<file path="src/rtl/pdc_pkg.sv">
package pdc_pkg;
    typedef enum logic [2:0] {
        ST_RUN    = 3'd0,
        ST_HALT   = 3'd1,
        ST_RESUME = 3'd2,
        ST_PRST   = 3'd3,
        ST_FRST   = 3'd4
    } pd_state_e;
endpackage

</file>
<file path="src/rtl/pdc_edge_sync.sv">
module pdc_edge_sync #(
    parameter int PORT_W = 8
) (
    input  logic              clk,
    input  logic              rst_n,
    input  logic [PORT_W-1:0] pin_i,
    input  logic [PORT_W-1:0] en_i,
    output logic [PORT_W-1:0] fall_o,
    output logic              any_o
);
    logic [PORT_W-1:0] meta_q;
    logic [PORT_W-1:0] samp_q;
    logic [PORT_W-1:0] prev_q;

    for (genvar g = 0; g < PORT_W; g++) begin : g_bit
        always_ff @(posedge clk or negedge rst_n) begin
            if (!rst_n) begin
                meta_q[g] <= 1'b1;
                samp_q[g] <= 1'b1;
                prev_q[g] <= 1'b1;
            end else begin
                meta_q[g] <= pin_i[g];
                samp_q[g] <= meta_q[g];
                prev_q[g] <= samp_q[g];
            end
        end
        assign fall_o[g] = prev_q[g] & ~samp_q[g] & en_i[g];
    end

    assign any_o = |fall_o;
endmodule

</file>
<file path="src/rtl/pdc_wdt.sv">
module pdc_wdt #(
    parameter int WDT_W = 6
) (
    input  logic clk,
    input  logic rst_n,
    input  logic run_i,
    input  logic src_sys_i,
    input  logic tick_i,
    input  logic clr_i,
    output logic ovf_o
);
    localparam logic [WDT_W-1:0] CNT_MAX = {WDT_W{1'b1}};

    logic [WDT_W-1:0] cnt_q;
    logic             step;

    assign step  = run_i & (src_sys_i | tick_i);
    assign ovf_o = step & (cnt_q == CNT_MAX);

    always_ff @(posedge clk or negedge rst_n) begin
        if (!rst_n) begin
            cnt_q <= '0;
        end else if (clr_i) begin
            cnt_q <= '0;
        end else if (step) begin
            cnt_q <= cnt_q + 1'b1;
        end
    end
endmodule

</file>
<file path="src/rtl/pdc_fsm.sv">
module pdc_fsm
    import pdc_pkg::*;
(
    input  logic      clk,
    input  logic      rst_n,
    input  logic      halt_i,
    input  logic      clrwdt_i,
    input  logic      ext_rst_i,
    input  logic      irq_i,
    input  logic      port_wake_i,
    input  logic      wdt_ovf_i,
    input  logic      src_sys_i,
    output pd_state_e state_o,
    output logic      sys_clk_en_o,
    output logic      resume_o,
    output logic      part_rst_o,
    output logic      full_rst_o,
    output logic      wdt_clr_o,
    output logic      pdf_o,
    output logic      to_o
);
    pd_state_e state_q;
    pd_state_e state_d;
    logic      pdf_q;
    logic      to_q;
    logic      live;
    logic      halt_ok;
    logic      clr_ok;
    logic      ovf_ok;

    assign live    = (state_q == ST_RUN) | (state_q == ST_HALT);
    assign ovf_ok  = live & ~ext_rst_i & wdt_ovf_i;
    assign halt_ok = (state_q == ST_RUN) & ~ext_rst_i & ~wdt_ovf_i & halt_i;
    assign clr_ok  = (state_q == ST_RUN) & ~ext_rst_i & ~wdt_ovf_i & ~halt_i & clrwdt_i;

    // state register
    always_ff @(posedge clk or negedge rst_n) begin
        if (!rst_n) begin
            state_q <= ST_RUN;
        end else begin
            state_q <= state_d;
        end
    end

    // transitions
    always_comb begin
        state_d = state_q;
        if (ext_rst_i) begin
            state_d = ST_FRST;
        end else begin
            unique case (state_q)
                ST_RUN: begin
                    if (wdt_ovf_i)   state_d = ST_PRST;
                    else if (halt_i) state_d = ST_HALT;
                end
                ST_HALT: begin
                    if (wdt_ovf_i)                  state_d = ST_PRST;
                    else if (port_wake_i || irq_i)  state_d = ST_RESUME;
                end
                ST_RESUME, ST_PRST, ST_FRST: state_d = ST_RUN;
                default: state_d = ST_RUN;
            endcase
        end
    end

    // outputs
    always_comb begin
        sys_clk_en_o = 1'b1;
        resume_o     = 1'b0;
        part_rst_o   = 1'b0;
        full_rst_o   = 1'b0;
        wdt_clr_o    = (halt_ok & ~src_sys_i) | clr_ok;
        unique case (state_q)
            ST_RUN:    ;
            ST_HALT:   sys_clk_en_o = 1'b0;
            ST_RESUME: resume_o     = 1'b1;
            ST_PRST:   part_rst_o   = 1'b1;
            ST_FRST: begin
                full_rst_o = 1'b1;
                wdt_clr_o  = 1'b1;
            end
            default:   ;
        endcase
    end

    // status flags
    always_ff @(posedge clk or negedge rst_n) begin
        if (!rst_n) begin
            pdf_q <= 1'b0;
            to_q  <= 1'b0;
        end else if (ovf_ok) begin
            to_q <= 1'b1;
        end else if (halt_ok) begin
            pdf_q <= 1'b1;
            to_q  <= 1'b0;
        end else if (clr_ok) begin
            pdf_q <= 1'b0;
        end
    end

    assign state_o = state_q;
    assign pdf_o   = pdf_q;
    assign to_o    = to_q;
endmodule

</file>
<file path="src/rtl/pwrdn_wake_ctrl.sv">
module pwrdn_wake_ctrl
    import pdc_pkg::*;
#(
    parameter int PORT_W = 8,
    parameter int WDT_W  = 6
) (
    input  logic              clk,
    input  logic              rst_n,
    input  logic              halt_i,
    input  logic              clrwdt_i,
    input  logic              ext_rst_i,
    input  logic              irq_i,
    input  logic [PORT_W-1:0] port_i,
    input  logic [PORT_W-1:0] port_wake_en_i,
    input  logic              wdt_tick_i,
    input  logic              cfg_wdt_osc_en_i,
    input  logic              cfg_wdt_src_sys_i,
    output logic              sys_clk_en_o,
    output logic              pdf_o,
    output logic              to_o,
    output logic              resume_o,
    output logic              part_rst_o,
    output logic              full_rst_o,
    output logic              wdt_clr_o,
    output logic              wdt_run_o,
    output logic              wdt_ovf_o
);
    logic [PORT_W-1:0] port_fall;
    logic              port_wake;
    pd_state_e         state;

    pdc_edge_sync #(.PORT_W(PORT_W)) u_sync (
        .clk    (clk),
        .rst_n  (rst_n),
        .pin_i  (port_i),
        .en_i   (port_wake_en_i),
        .fall_o (port_fall),
        .any_o  (port_wake)
    );

    assign wdt_run_o = cfg_wdt_src_sys_i ? sys_clk_en_o : cfg_wdt_osc_en_i;

    pdc_wdt #(.WDT_W(WDT_W)) u_wdt (
        .clk       (clk),
        .rst_n     (rst_n),
        .run_i     (wdt_run_o),
        .src_sys_i (cfg_wdt_src_sys_i),
        .tick_i    (wdt_tick_i),
        .clr_i     (wdt_clr_o),
        .ovf_o     (wdt_ovf_o)
    );

    pdc_fsm u_fsm (
        .clk          (clk),
        .rst_n        (rst_n),
        .halt_i       (halt_i),
        .clrwdt_i     (clrwdt_i),
        .ext_rst_i    (ext_rst_i),
        .irq_i        (irq_i),
        .port_wake_i  (port_wake),
        .wdt_ovf_i    (wdt_ovf_o),
        .src_sys_i    (cfg_wdt_src_sys_i),
        .state_o      (state),
        .sys_clk_en_o (sys_clk_en_o),
        .resume_o     (resume_o),
        .part_rst_o   (part_rst_o),
        .full_rst_o   (full_rst_o),
        .wdt_clr_o    (wdt_clr_o),
        .pdf_o        (pdf_o),
        .to_o         (to_o)
    );
endmodule

</file>
<file path="config.mk">
export PLATFORM = sky130hd
export DESIGN_NAME = pwrdn_wake_ctrl
export DESIGN_NICKNAME = d
export VERILOG_FILES = /design/src/rtl/pdc_pkg.sv /design/src/rtl/pdc_edge_sync.sv /design/src/rtl/pdc_wdt.sv /design/src/rtl/pdc_fsm.sv /design/src/rtl/pwrdn_wake_ctrl.sv
export SDC_FILE = /design/constraint.sdc
export NUM_CORES = 1
export LEC_CHECK = 0
export ABC_AREA = 1
export BUFFER_PORTS_ARGS = -buffer_cell sky130_fd_sc_hd__buf_2
export CORE_ASPECT_RATIO = 1.25
export CORE_UTILIZATION = 30
export DETAILED_ROUTE_END_ITERATION = 10
export SYNTH_ARGS = -nofsm -noshare
export SYNTH_HDL_FRONTEND = slang
export SYNTH_SLANG_ARGS = --single-unit
</file>
<file path="constraint.sdc">
create_clock -name clk -period 2.5 [get_ports clk]
set_clock_uncertainty 0.1 [all_clocks]
set_input_delay 0.25 -clock clk [delete_from_list [all_inputs] [get_ports clk]]
set_output_delay 0.25 -clock clk [all_outputs]
set_load 0.03 [all_outputs]
</file>
## Yosys cells after proc, flatten, opt, wreduce, memory -nomap -nowiden

Cells that the tools add are included.

- Flip-flop bits (word level): 35
- Output and inout port bits: 9
- Word-level logic and storage cells: 104

- Add/subtract/negate cells: 1
- Eq/ne operators: 7
- Muxes and demuxes: 18
- Bitwise gates (word level): 42
- Reductions and logical operators: 8

Operators by type and width:

| cell | count |
|---|---|
| $and 1x1->1 | 26 |
| $mux 3 | 5 |
| $not 1->1 | 13 |
| $mux 6 | 2 |
| $mux 1 | 10 |
| $ne 4x3->1 const B | 2 |
| $reduce_or 8->1 | 1 |
| $add 6x1->6 const B | 1 |
| $eq 3x2->1 const B | 2 |
| $eq 6x6->1 const B | 1 |
| $pmux 3 s2 | 1 |
| $reduce_bool 2->1 | 3 |
| $reduce_and 2->1 | 2 |
| $eq 3x1->1 const B | 1 |
| $eq 3x3->1 const B | 1 |
| $logic_not 3->1 | 1 |
| $or 1x1->1 | 3 |
| $logic_or 1x1->1 | 1 |

## Longest topological paths before layout

- Word-level depth: 12
- Mapped depth: 9
- Depth with buffers taken out: 9

## Modules after synthesis

A second synthesis with hierarchy kept.

- Cell total of the unflattened synthesis: 145
- Area, all modules: 1453.9 um^2

Modules (own cells, without submodules):

| module | times used | cells each | area an instance (um^2) |
|---|---|---|---|
| pdc_edge_sync | 1 | 54 | 800.8 |
| pdc_wdt | 1 | 48 | 352.8 |
| pdc_fsm | 1 | 39 | 285.3 |
| pwrdn_wake_ctrl | 1 | 4 | 15.0 |

## Worst setup path before layout

OpenSTA, ideal clock, no wires.

- Path type: reg2out
- Start: register u_fsm.state_q[0] (netlist: u_fsm.state_o[0])
- End: output port wdt_clr_o
- Arrival: 1.568 ns
- Data required time: 2.150 ns
- Path slack: 0.582 ns
- Cell stages (with the launch flop): 4
- Path through: dfrtp_1 > nor3_1 > inv_1 > nand3_4

- Cells in the longest elaborated chain, start to end: 11
- Elaborated cells on any way between the ends: 16
- Classes of those cells: eq/ne (2); mux (3); bitwise (10); reduce/logical (1)

Ends and longest elaborated chain:

| element | RTL line | text |
|---|---|---|
| start, declared | pdc_fsm.sv:22 | `pd_state_e state_q;` |
| start signal, assigned | pdc_fsm.sv:41 | `state_q <= state_d;` |
| $eq 3x1->1 | pdc_fsm.sv:73 | `unique case (state_q)` |
| $mux 1 | pdc_fsm.sv:73 |  |
| $mux 1 | pwrdn_wake_ctrl.sv:41 | `assign wdt_run_o = cfg_wdt_src_sys_i ? sys_clk_en_o : cfg_wdt_osc_en_i;` |
| $and 1x1->1 | pdc_wdt.sv:17 | `assign step = run_i & (src_sys_i \| tick_i);` |
| $and 1x1->1 | pdc_wdt.sv:18 | `assign ovf_o = step & (cnt_q == CNT_MAX);` |
| $not 1->1 | pdc_fsm.sv:33, pdc_fsm.sv:34 |  |
| $and 1x1->1 | pdc_fsm.sv:33, pdc_fsm.sv:34 |  |
| $and 1x1->1, on equally long branches | pdc_fsm.sv:33, pdc_fsm.sv:34 |  |
| $and 1x1->1, on equally long branches | pdc_fsm.sv:72, pdc_fsm.sv:34 |  |
| $or 1x1->1 | pdc_fsm.sv:72 | `wdt_clr_o = (halt_ok & ~src_sys_i) \| clr_ok;` |
| $mux 1 * | pdc_fsm.sv:73 |  |
| end, declared | pwrdn_wake_ctrl.sv:24 | `output logic wdt_clr_o,` |

Mark *: on every way between the ends. The rest lies on a longest branch, timed or not.

## Worst setup path after layout

- Start: input port ext_rst_i
- End: output port wdt_clr_o

- Cells in the longest elaborated chain, start to end: 7
- Elaborated cells on any way between the ends: 9
- Classes of those cells: mux (1); bitwise (8)

Ends and longest elaborated chain:

| element | RTL line | text |
|---|---|---|
| start, declared | pwrdn_wake_ctrl.sv:11 | `input logic ext_rst_i,` |
| $not 1->1 * | pdc_fsm.sv:33, pdc_fsm.sv:34 |  |
| $and 1x1->1 * (2 in a row) | pdc_fsm.sv:33, pdc_fsm.sv:34 |  |
| $and 1x1->1, on equally long branches | pdc_fsm.sv:33, pdc_fsm.sv:34 |  |
| $and 1x1->1, on equally long branches | pdc_fsm.sv:72, pdc_fsm.sv:34 |  |
| $or 1x1->1 * | pdc_fsm.sv:72 |  |
| $mux 1 * | pdc_fsm.sv:73 |  |

Marked as above.

==> flow_summary.ini <==
[sta]
worstMarginPinSlew_ps = 720.0
maxSlewHeadroom_pct = 52.00
max_freq_mhz = 462.4
rsz0062_at_grt = no
setup_violations = 0
finalCritPeriodShare_pct = 86.51
finalHoldViolations = 0
fin_setup_tns_ps = 0
layout_min_cycle_time_ps = 2163
slew_viol_final = 0

[floorplanning]
rows = 27
start_util_pct = 31.17
ios = 34
core-area_mm2 = 0.004392
fp.dieW_um = 62.42
dieHeight_um = 77.52
dieArea_mm2 = 0.004838

[hold_path]
hold-path-endpoint = u_fsm.state_o[0]$_DFFE_PN0P_
hp-class = input pin to register
min-delay-start = irq_i
holdPathStages = 4

[pwr]
p_leak_nw = 0.8469
ir_worst_vdd_mv = 0.4479
p_int_uw = 857.1
p_sw_share_pct = 24.66
power_frac_seq_pct = 55.0
clkPwrFrac_pct = 34.4
switching_power_uw = 280.6
p_comb_share_pct = 10.6
power_density_mw_per_mm2 = 635.4

[logic_synthesis]
yosysTopAreaCell = dfstp_2
synth_area_leaders = dfstp_2 46%, dfrtp_1 20%, nand2_1 5.8%
synth-xor-area-share_pct = 2.559
yosys.area.top_type_share_pct = 46.07
yosysMostFrequentCell = dfstp_2
synth_area_per_cell_um2 = 11.22
synth_top_family_by_area = simple AND/OR/NAND/NOR gates
seq_area_frac_synth_pct = 66.18
synthAdderAreaFrac_pct = 0.9141
synth_compound_area_share_pct = 2.102
synth_commonest_cells = 24 x dfstp_2, 21 x nand2_1, 16 x inv_1
synthSimpleGateAreaFrac_pct = 23.31
synth-edff-count = 0
synth_ff_type = dfstp_2
synthMuxAreaShare_pct = 0
syn_inst = 122
ys_ff_latch = 35
yosysWarnings = 0
netlist_area_mm2 = 0.001369
synthArstFlopShare_pct = 100.0
yosysUniqueCellTypes = 22
syn_nets = 148

[critical_path]
crit_top_cell = buf_2
crit_path_max_incr_delay_ps = 540
worst_setup_path_end_kind = output pin
crit_chain = dlygate4sd3_1 -> buf_2 -> inv_1 -> nand2_1 -> nor2_1 -> nand4_2 -> nand3_4 -> buf_2
worst-path-buf-inv = 4
crit_fanout = 7
required_ps = 2150
cp.arrival_ps = 1810
rr_worst_depth = 6
rrSetupSlack_ps = 1010
worstSetupStartpointType = input pin
cp_top_family = buffers and inverters
reg2reg_from = u_fsm.state_o[1]$_DFFE_PN0P_
reg2reg_to = u_wdt.cnt_q[4]$_DFFE_PN0P_
critPathKind = input pin to output pin
slowest_stage = dlygate4sd3_1

[routing]
vias = 964
m1WireLength_um = 900
drtAntennaViolNets = 0
viasPerCell = 4.191
met3_length_um = 76
drt_wl_total_um = 2254
drt_iter0_markers = 26
post-route-drc-count = 0
met2_wirelength_um = 1263
topRoutingLayerUsed = met4
drt_pass1_iterations = 4
drt-wirelength-per-cell_um = 9.800

[global_routing]
grt_max_degree = 36
grt_pass1_wl_um = 3788
grt_pass1_vias = 971
antenna_found_initial = 0
overflow = 0
grt_use_total_pct = 10.30

[cts]
clk_pin_slew_ps = 70
cts_num_sinks = 35
cts.path.max_buffers = 2
clkLatencyLatePin_ps = 280
holdBufCountCts = 10
cts_made_buffers = 5
cts_root_buffer = clkbuf_8
h-tree-depth = 2
postCtsSetupBuffers = 0
cts_tree = yes
cts_resized = 0

[final_layout]
nets = 197
diodes = 0
drive_gt1_share_pct = 43.02
num-fill-cells = 443
area_growth_syn_to_layout_pct = 30.80
post-route-cell-area_mm2 = 0.001790

[placement]
place_area_mm2 = 0.001603
portBuffers = 33
post-dp-hpwl_um = 1644
place_congestion = 0.7556

[run]
max_cap_violations = 0

[outcome]
outcome = finished clean
-- cell usage in the layout (no fill, tap or decap), types with 3 or more instances in the layout --
cell type,Yosys,layout
nand3b_1,7,7
clkbuf_8,0,5
nand3_1,6,6
dfstp_2,24,24
nor3_1,5,5
buf_2,0,33
inv_1,16,16
dfrtp_1,11,11
xor2_1,4,4
o21ai_0,3,3
nor2_1,10,10
nand2_1,21,21
dlygate4sd3_1,0,10
-- worst min-delay path, cell delays in order --
cell      delay (ps)
buf_2             80
nor3_1            40
nand3b_1          90
o21bai_1          60
-- power groups by stage --
stage	registers, mW	clock network [mW]	logic (mW)
after global placement	0.635	0	0.111
after floorplan	0.638	0	0.0579
after detailed placement	0.636	0	0.110
after CTS	0.627	0.412	0.122
after global routing	0.629	0.434	0.135
final	0.626	0.391	0.120
-- flip-flops by register name (all words and copies together) (netlist names) --
| signal | count |
|---|---|
| u_fsm.pdf_o | 1 |
| u_wdt.cnt_q | 6 |
| u_fsm.to_o | 1 |
| u_sync.samp_q | 8 |
| u_sync.prev_q | 8 |
| u_sync.meta_q | 8 |
| u_fsm.state_o | 3 |
-- cells by family (layout without fill, tap and decap cells) --
logic type	Yosys count	in the layout
and+or+nand+nor	59	59
DFF	35	35
buffers and inverters	18	68
AOI/OAI and AO/OA	5	5
xor gates and xnor gates	4	4
adders and majority gates	1	1
-- layout make-up --
type | instances | area [µm²] | share of cell area (%)
Sequential cell | 35 | 905.9 | 50.59
Multi-Input combinational cell | 69 | 395.4 | 22.08
Timing Repair Buffer | 43 | 265.3 | 14.81
Tap cell | 58 | 72.57 | 4.053
Clock buffer | 5 | 68.82 | 3.843
Inverter | 17 | 63.81 | 3.564
Clock inverter | 3 | 18.77 | 1.048
-- per-stage QoR --
step	setup slack, ps	hold slack, ps	utilization, %	std cells	power, mW
after detailed placement	744.1	247.0	36.50	212	0.7462
after global routing	230.8	217.7	40.77	230	1.198
after floorplan	582.5	-145.6	-	122	0.6961
after CTS	350.1	178.5	40.77	230	1.161
final	337.3	187.9	40.77	230	1.138
after global placement	803.7	245.5	36.50	212	0.7457
-- how the worst max path moves through the flow --
stage	from	endpoint	slack, ps	cells after the start
final	ext_rst_i	wdt_clr_o	340	8
after CTS	ext_rst_i	wdt_clr_o	350	8
after detailed placement	u_fsm.state_o[1]$_DFFE_PN0P_	wdt_clr_o	740	6
after global placement	u_fsm.state_o[1]$_DFFE_PN0P_	wdt_clr_o	800	6
after floorplan	u_fsm.state_o[0]$_DFFE_PN0P_	wdt_clr_o	580	3
after global routing	ext_rst_i	wdt_clr_o	230	8
-- per-layer routing --
| metal | track usage, % | vias to the layer above |
|---|---|---|
| met2 | 17.93 | 22 |
| li1 | - | 485 |
| met4 | 5.349 | 0 |
| met1 | 10.50 | 455 |
| met3 | 4.118 | 2 |
| met5 | 0 | - |
No activity file was read; power rests on OpenSTA's default activity.
